### config.mk
export PLATFORM = sky130hd
export DESIGN_NAME = bp_fetch_predictor
export DESIGN_NICKNAME = d
export VERILOG_FILES = /design/src/rtl/bp_pkg.sv /design/src/rtl/bp_dir_table.sv /design/src/rtl/bp_target_buf.sv /design/src/rtl/bp_fetch_predictor.sv
export SDC_FILE = /design/constraint.sdc
export NUM_CORES = 2
export LEC_CHECK = 0
export BUFFER_PORTS_ARGS = -buffer_cell sky130_fd_sc_hd__buf_2
export CAP_MARGIN = 10
export CORE_ASPECT_RATIO = 0.8
export CORE_MARGIN = 2
export CORE_UTILIZATION = 30
export DETAILED_ROUTE_END_ITERATION = 7
export PLACE_DENSITY = 0.41
export SYNTH_ARGS = -nofsm -noshare
export SYNTH_HDL_FRONTEND = slang
export SYNTH_SLANG_ARGS = --single-unit
### constraint.sdc
create_clock -name clk -period 4.6 [get_ports clk]
set_clock_uncertainty 0.05 [all_clocks]
set_input_delay 0.69 -clock clk [delete_from_list [all_inputs] [get_ports clk]]
set_output_delay 0.69 -clock clk [all_outputs]
set_load 0.02 [all_outputs]
### src/rtl/bp_pkg.sv
package bp_pkg;

    localparam int ADDR_W   = 32;
    localparam int WORD_LSB = 2;

    typedef enum logic [1:0] {
        CTR_SNT = 2'b00,
        CTR_WNT = 2'b01,
        CTR_WT  = 2'b10,
        CTR_ST  = 2'b11
    } ctr_e;

    // One saturating step of a direction counter toward the outcome
    function automatic logic [1:0] ctr_step(input logic [1:0] cur, input logic taken);
        logic [1:0] nxt;
        if (taken) begin
            nxt = (cur == CTR_ST) ? cur : cur + 2'd1;
        end else begin
            nxt = (cur == CTR_SNT) ? cur : cur - 2'd1;
        end
        return nxt;
    endfunction

endpackage

### src/rtl/bp_dir_table.sv
module bp_dir_table #(
    parameter int ENTRIES = 64,
    localparam int IDX_W  = $clog2(ENTRIES)
) (
    input  logic             clk,
    input  logic             rst_n,
    input  logic [IDX_W-1:0] rd_idx,
    output logic             rd_taken,
    input  logic             wr_en,
    input  logic [IDX_W-1:0] wr_idx,
    input  logic             wr_taken
);
    import bp_pkg::*;

    typedef struct packed {
        logic [ENTRIES-1:0][1:0] ctr;
    } dir_state_t;

    dir_state_t st_d, st_q;

    always_comb begin
        st_d = st_q;
        if (wr_en) begin
            st_d.ctr[wr_idx] = ctr_step(st_q.ctr[wr_idx], wr_taken);
        end
    end

    always_ff @(posedge clk or negedge rst_n) begin
        if (!rst_n) begin
            for (int i = 0; i < ENTRIES; i++) begin
                st_q.ctr[i] <= CTR_WNT;
            end
        end else begin
            st_q <= st_d;
        end
    end

    // Read is taken from registered state: same-cycle writes are not visible
    assign rd_taken = st_q.ctr[rd_idx][1];

endmodule

### src/rtl/bp_target_buf.sv
module bp_target_buf #(
    parameter int ENTRIES = 16,
    parameter int ADDR_W  = 32,
    localparam int IDX_W  = $clog2(ENTRIES),
    localparam int TAG_W  = ADDR_W - bp_pkg::WORD_LSB - IDX_W
) (
    input  logic              clk,
    input  logic              rst_n,
    input  logic [ADDR_W-1:0] rd_pc,
    output logic              rd_hit,
    output logic [ADDR_W-1:0] rd_target,
    input  logic              wr_en,
    input  logic [ADDR_W-1:0] wr_pc,
    input  logic [ADDR_W-1:0] wr_target
);
    import bp_pkg::*;

    localparam int TAG_LSB = WORD_LSB + IDX_W;

    typedef struct packed {
        logic [ENTRIES-1:0]             vld;
        logic [ENTRIES-1:0][TAG_W-1:0]  tag;
        logic [ENTRIES-1:0][ADDR_W-1:0] tgt;
    } tb_state_t;

    tb_state_t st_d, st_q;

    logic [IDX_W-1:0] rd_idx, wr_idx;
    logic [TAG_W-1:0] rd_tag, wr_tag;

    assign rd_idx = rd_pc[WORD_LSB +: IDX_W];
    assign rd_tag = rd_pc[TAG_LSB +: TAG_W];
    assign wr_idx = wr_pc[WORD_LSB +: IDX_W];
    assign wr_tag = wr_pc[TAG_LSB +: TAG_W];

    always_comb begin
        st_d = st_q;
        if (wr_en) begin
            st_d.vld[wr_idx] = 1'b1;
            st_d.tag[wr_idx] = wr_tag;
            st_d.tgt[wr_idx] = wr_target;
        end
    end

    always_ff @(posedge clk or negedge rst_n) begin
        if (!rst_n) begin
            st_q <= '0;
        end else begin
            st_q <= st_d;
        end
    end

    assign rd_hit    = st_q.vld[rd_idx] && (st_q.tag[rd_idx] == rd_tag);
    assign rd_target = st_q.tgt[rd_idx];

endmodule

### src/rtl/bp_fetch_predictor.sv
module bp_fetch_predictor #(
    parameter int DIR_ENTRIES = 64,
    parameter int BTB_ENTRIES = 16,
    parameter int ADDR_W      = bp_pkg::ADDR_W
) (
    input  logic              clk,
    input  logic              rst_n,
    input  logic [ADDR_W-1:0] lk_pc,
    output logic              pred_taken,
    output logic [ADDR_W-1:0] pred_next_pc,
    input  logic              upd_valid,
    input  logic [ADDR_W-1:0] upd_pc,
    input  logic              upd_taken,
    input  logic [ADDR_W-1:0] upd_target
);
    import bp_pkg::*;

    localparam int DIR_IDX_W = $clog2(DIR_ENTRIES);
    localparam logic [ADDR_W-1:0] SEQ_STEP = ADDR_W'(4);

    logic              dir_taken;
    logic              btb_hit;
    logic [ADDR_W-1:0] btb_target;

    bp_dir_table #(
        .ENTRIES (DIR_ENTRIES)
    ) u_dir (
        .clk      (clk),
        .rst_n    (rst_n),
        .rd_idx   (lk_pc[WORD_LSB +: DIR_IDX_W]),
        .rd_taken (dir_taken),
        .wr_en    (upd_valid),
        .wr_idx   (upd_pc[WORD_LSB +: DIR_IDX_W]),
        .wr_taken (upd_taken)
    );

    bp_target_buf #(
        .ENTRIES (BTB_ENTRIES),
        .ADDR_W  (ADDR_W)
    ) u_btb (
        .clk       (clk),
        .rst_n     (rst_n),
        .rd_pc     (lk_pc),
        .rd_hit    (btb_hit),
        .rd_target (btb_target),
        .wr_en     (upd_valid && upd_taken),
        .wr_pc     (upd_pc),
        .wr_target (upd_target)
    );

    always_comb begin
        pred_taken   = dir_taken && btb_hit;
        pred_next_pc = pred_taken ? btb_target : lk_pc + SEQ_STEP;
    end

endmodule

After elaboration in Yosys (flattened, before gate mapping)
Index checks and enable logic that the tools add are counted.
Widths: inputs -> output; s select.
{"block": "word_totals", "word_cells": 141, "mem_bits_rw": 0, "latchBits": 0, "reg_bits": 1072, "romBits": 0, "mem_count": 0, "in_bits": 100}
{"block": "op_classes", "n_shift": 0, "magnitude_cmp": 6, "bitwise": 1, "eq_ne": 2, "muxes": 26, "mul": 0, "div": 0, "addsub": 3, "reduce_logical": 6}
{"cell": "$bwmux 512", "count": 1}
{"cell": "$bwmux 416", "count": 1}
{"cell": "$bmux 32 s4", "count": 1}
{"cell": "$bwmux 128", "count": 1}
{"cell": "$demux 32 s4", "count": 1}
{"cell": "$bmux 26 s4", "count": 1}
{"cell": "$demux 26 s4", "count": 1}
{"cell": "$mux 32", "count": 3}
{"cell": "$mux 26", "count": 2}
{"cell": "$add 32x3->32 const B", "count": 1}
{"cell": "$eq 26x26->1", "count": 1}
{"cell": "$bmux 2 s6", "count": 2}
{"cell": "$or 16x16->16", "count": 1}
{"cell": "$lt 6x7->1 const B", "count": 2}
{"cell": "$mux 2", "count": 7}
{"cell": "$demux 2 s6", "count": 1}
{"cell": "$lt 4x5->1 const B", "count": 2}
{"cell": "$ge 6x1->1 const B", "count": 1}
{"cell": "$logic_and 1x1->1", "count": 5}
{"cell": "$bmux 1 s4", "count": 1}
{"cell": "$demux 1 s4", "count": 1}
{"cell": "$ge 4x1->1 const B", "count": 1}
{"cell": "$add 2x1->2 const B", "count": 1}
{"cell": "$eq 2x2->1 const B", "count": 1}
{"cell": "3 further kinds", "count": 4}

Depth between registers and ports, before layout
{"block": "logic_depth", "word_depth": 7, "mapped_depth": 14}

By module
From an unflattened synthesis, not the netlist that was laid out.
{"block": "hier_totals", "hier_cells": 3481, "hier_area_um2": 50586.0}
{"module": "bp_target_buf", "area_per_inst_um2": 42938.7, "cells_per_inst": 2649, "n_inst": 1}
{"module": "bp_dir_table", "area_per_inst_um2": 6633.9, "cells_per_inst": 660, "n_inst": 1}
{"module": "bp_fetch_predictor", "area_per_inst_um2": 1013.5, "cells_per_inst": 172, "n_inst": 1}

Worst setup path after synthesis
No wires, ideal clock.
{"block": "synth_path", "path_type": "input port to output port", "from": "in lk_pc[3]", "to": "out pred_next_pc[15]", "path_buffers": 7, "setup_slack_ps": 245, "t_required_ps": 3860, "path_stages": 10, "t_arrival_ps": 3615, "cell_sequence": "buf_2 -> buf_2 -> buf_2 -> buf_4 -> clkbuf_1 -> buf_1 -> buf_1 -> mux4_2 -> mux4_2 -> mux2_4"}
{"block": "synth_via", "elab_chain_cells": 6, "word_cells_on_any_way": 13}
{"element": "start, declared", "line_no": "bp_fetch_predictor.sv:8", "text": "input logic [ADDR_W-1:0] lk_pc,"}
{"element": "$bmux 26 s4", "line_no": "bp_target_buf.sv:53", "text": "assign rd_hit = st_q.vld[rd_idx] && (st_q.tag[rd_idx] == rd_tag);"}
{"element": "$mux 26 (implied by the code)", "line_no": "bp_target_buf.sv:53"}
{"element": "$eq 26x26->1", "line_no": "bp_target_buf.sv:53"}
{"element": "$logic_and 1x1->1", "line_no": "bp_target_buf.sv:53"}
{"element": "$logic_and 1x1->1", "line_no": "bp_fetch_predictor.sv:52", "text": "pred_taken = dir_taken && btb_hit;"}
{"element": "$mux 32 *", "line_no": "bp_fetch_predictor.sv:53", "text": "pred_next_pc = pred_taken ? btb_target : lk_pc + SEQ_STEP;"}
{"element": "end, declared", "line_no": "bp_fetch_predictor.sv:10", "text": "output logic [ADDR_W-1:0] pred_next_pc,"}
Mark *: on every way between the ends. The rest lies on a longest branch, timed or not. The select of a mux whose other input is x is not followed.

Worst setup path in the final report
{"block": "layout_path", "from": "reg u_btb.st_q[819] in the netlist's numbering", "to": "out pred_next_pc[16]"}
{"block": "layout_via", "elab_chain_cells": 6}
{"element": "start, declared", "line_no": "bp_target_buf.sv:26", "text": "tb_state_t st_d, st_q;"}
{"element": "start signal, assigned", "line_no": "bp_target_buf.sv:49", "text": "st_q <= st_d;"}
{"element": "$bmux 26 s4", "line_no": "bp_target_buf.sv:53"}
{"element": "$mux 26 (implied by the code)", "line_no": "bp_target_buf.sv:53"}
{"element": "$eq 26x26->1", "line_no": "bp_target_buf.sv:53"}
{"element": "$logic_and 1x1->1", "line_no": "bp_target_buf.sv:53"}
{"element": "$logic_and 1x1->1", "line_no": "bp_fetch_predictor.sv:52"}
{"element": "$mux 32", "line_no": "bp_fetch_predictor.sv:53"}
Every way passes these cells. The select of a mux whose other input is x is not followed.

==> flow_summary.toml <==
[worst_setup_path]
cp_top_family = "multiplexers"
reg2reg_slack_ns = 1.43
crit_path_end_kind = "output port"
critPathLaunch = "u_btb.st_q[819]$_DFFE_PN0P_"
worstPathArrival_ns = 4.09
crit_path_start_kind = "register"
path_max_fanout = 15
r2r_cells = 6
cp.required_ns = 3.86
critical_path_buf_inv_count = 3
worst_path_max_delay_cell = "or4_4"
crit-reg2reg-launch = "u_dir.st_q[7]$_DFFE_PN0P_"
worstSetupPathType = "reg2out"
timing.rr.end = "u_dir.st_q[13]$_DFFE_PN0P_"
worstPathCellList = "mux4_2, mux4_2, xor2_2, or4_4, nor4_4, nand4_4, buf_12, buf_12, mux2_4, buf_2"
max_stage_delay_ns = 0.52

[yosys]
synth.largest_area_cell = "dfrtp_1"
netlist_area_sq_mm = 0.05082
synth_cells = 3281
synth_edf_count = 0
synthArstFlopShare_pct = 100.0
synth_xor_area_share_pct = 0.8100
ys_ff_latch = 1072
synth_compound_area_share_pct = 1.499
synth_top_area_share_pct = 49.64
yosysWarnings = 0
synthAdderAreaFrac_pct = 0.06648
synth_top_family_by_area = "multiplexers"
synth_ff_type = "dfrtp_1"
seq_area_frac_synth_pct = 52.94
syn_avg_cell_area_sq_um = 15.49
synthMuxAreaShare_pct = 39.39
syn_nets = 3382
synth.distinct_cells = 69
synthSimpleGateAreaFrac_pct = 2.765
synth.top_cells.by_area = "dfrtp_1, mux2_2, mux4_2"

[layout]
final_util_pct = 35.45
fill_cells = 15940
final_net_count = 3585
final_common_cell = "mux2_2"
seq_area_sq_mm = 0.02691
drive_gt1_share_pct = 57.57
syn_to_final_growth_pct = 17.70
final_cell_area_sq_mm = 0.05981
final_cell_mix = "mux2_2, dfrtp_1, mux4_2"
multi_input_area_sq_mm = 0.02283

[die]
coreArea_sq_mm = 0.1687
dieArea_sq_mm = 0.1727
pin_count = 133
die_h_microns = 372.1
num_rows = 135
die_width_microns = 464.2
start_util_pct = 30.12

[pwr]
power_density_mw_per_mm2 = 441.1
peakVddDrop_v = 0.0003273
p_total_uw = 26380
p_leak_uw = 0.02633

[clock_tree]
cts_root_buf = "clkbuf_16"
htreeDepth = 3
clk_pin_slew_ns = 0.06
insertion_delay_ns = 0.74
cts_tree = "yes"
numCtsBuffers = 119
clkSinkCount = 1072
clk_path_buf_depth = 3

[sta]
fmax_ghz = 0.2070
tightest_slew_ns = 1.081
final-max-slew-violation-count = 0
rsz0062_at_grt = "true"
setup_viol = 32
final.min_clock_period_ns = 4.832
finalCritPeriodShare_pct = 105.0
slew_headroom_pct = 27.91
worst_slack_ns = -0.2320
hold_viol = 0
tns_ns = -6.424

[routing]
routed_wl_microns = 163400
drcViolationCount = 0
drtAntennaViolNets = 0
vias = 29960
routedWlPerCell_microns = 27.92
drt-initial-drc-count = 1808
viasPerCell = 5.119
firstDrtPassIters = 5

[worst_hold_path]
min_from = "upd_target[26]"
hold-path-endpoint = "u_btb.st_q[250]$_DFFE_PN0P_"
holdPathStages = 2
hp-class = "in2reg"

[run]
drv_cap = 0

[global_routing]
antenna_found_initial = 31
grt_max_degree = 164
grt_use_total_pct = 18.93
grt_pass1_vias = 32950
grt_overflow = 0
grt_pass1_wl_microns = 238100

[placement]
placed_area_sq_mm = 0.05565
gp_congestion = 0.8089
port_buffers = 130
dp_hpwl_microns = 103600

[run_status]
status = "complete, but fails checks"
violations = "negative setup slack"
==> final cells by class <==
cell class	instances	area share [%]
flip-flops and latches	1072	44.98
multi-input cells	1907	38.16
clock buffers	181	5.922
repair buffers	368	5.244
well taps	2260	4.728
clock inverters	41	0.8242
inverters	16	0.1046
diodes	8	0.03347
==> worst register-to-register path, cell delays in order (launching register included) <==
cell	delay, ns
dfrtp_1	0.42
mux4_2	0.49
mux4_2	0.54
mux4_2	0.50
maj3_2	0.30
buf_4	0.32
mux2_2	0.43
==> timing repair <==
item,in CTS,in global routing
gates resized for setup,12,4
endpoints found under the hold margin,47,0
hold buffers,1,0
setup buffers,1,0
setup endpoints to repair,33,33
pin swaps,2,2
==> metal layers <==
| layer | part of all wire, % | vias to the layer above | GRT usage [%] |
|---|---|---|---|
| li1 | - | 12670 | - |
| met1 | 46 | 16430 | 26.38 |
| met2 | 47 | 605 | 30.26 |
| met3 | 4.2 | 255 | 3.479 |
| met4 | 2.7 | 8 | 5.130 |
| met5 | 0.034 | - | 0 |
==> synth_stat cells, drive strengths merged, types with 2 or more instances <==
| cell type | count |
|---|---|
| a2111oi | 6 |
| o21ai | 9 |
| nor3b | 7 |
| a211oi | 5 |
| dfstp | 64 |
| nand2 | 93 |
| clkbuf | 163 |
| a221o | 4 |
| inv | 15 |
| nand3 | 21 |
| o22ai | 7 |
| nand4 | 12 |
| o22a | 4 |
| nor4 | 8 |
| and3 | 10 |
| nor2 | 59 |
| a31o | 2 |
| a21oi | 10 |
| and4 | 2 |
| a22oi | 8 |
| or4 | 2 |
| nor3 | 10 |
| o2bb2ai | 2 |
| or2 | 11 |
| a22o | 6 |
| nand2b | 12 |
| mux2i | 77 |
| nor2b | 9 |
| and2 | 14 |
| mux4 | 302 |
| xnor2 | 31 |
| buf | 123 |
| nand3b | 6 |
| xor2 | 16 |
| or3b | 2 |
| maj3 | 2 |
| mux2 | 1096 |
| o221ai | 5 |
| dfrtp | 1008 |
| a221oi | 10 |
| and3b | 2 |
| o32a | 3 |
| nand4b | 3 |
| a31oi | 6 |
==> stage by stage <==
| stage | hold slack, ns | setup WS, ns | instances |
|---|---|---|---|
| after floorplan | 0.3444 | 0.2449 | 3281 |
| after global placement | 0.3936 | -0.5139 | 5621 |
| after detailed placement | 0.3996 | -0.4935 | 5621 |
| after CTS | 0.2724 | -0.2645 | 5845 |
| after global routing | 0.3121 | -0.3711 | 5850 |
| final | 0.3358 | -0.2320 | 5853 |
==> registers in the layout, indices dropped and copies added, names as in the netlist <==
register	flops
u_dir.st_q	128
u_btb.st_q	944
==> how the worst max path moves through the flow <==
stage / to / slack [ns] / cells after the start
after floorplan: pred_next_pc[15] / 0.24 / 10
after global placement: pred_next_pc[11] / -0.51 / 13
after detailed placement: pred_next_pc[16] / -0.49 / 13
after CTS: pred_next_pc[16] / -0.26 / 10
after global routing: pred_next_pc[17] / -0.37 / 10
final: pred_next_pc[16] / -0.23 / 10
==> cells by family (layout without fill, tap and decap cells) <==
group           Yosys count  after routing
compound gates           99             99
xor+xnor                 47             47
fa+ha+maj                 3              3
buf+inv                 302            606
flops                  1072           1072
mux                    1475           1475
other cells               0              8
simple gates            283            283
==> power by group <==
| part | internal [uW] | switching [uW] | total (uW) |
|---|---|---|---|
| registers | 11200 | 868 | 12100 |
| clock network | 5800 | 4050 | 9840 |
| logic | 2570 | 1890 | 4460 |
| total | 19600 | 6800 | 26400 |
Power figures use the tool's default switching activity.
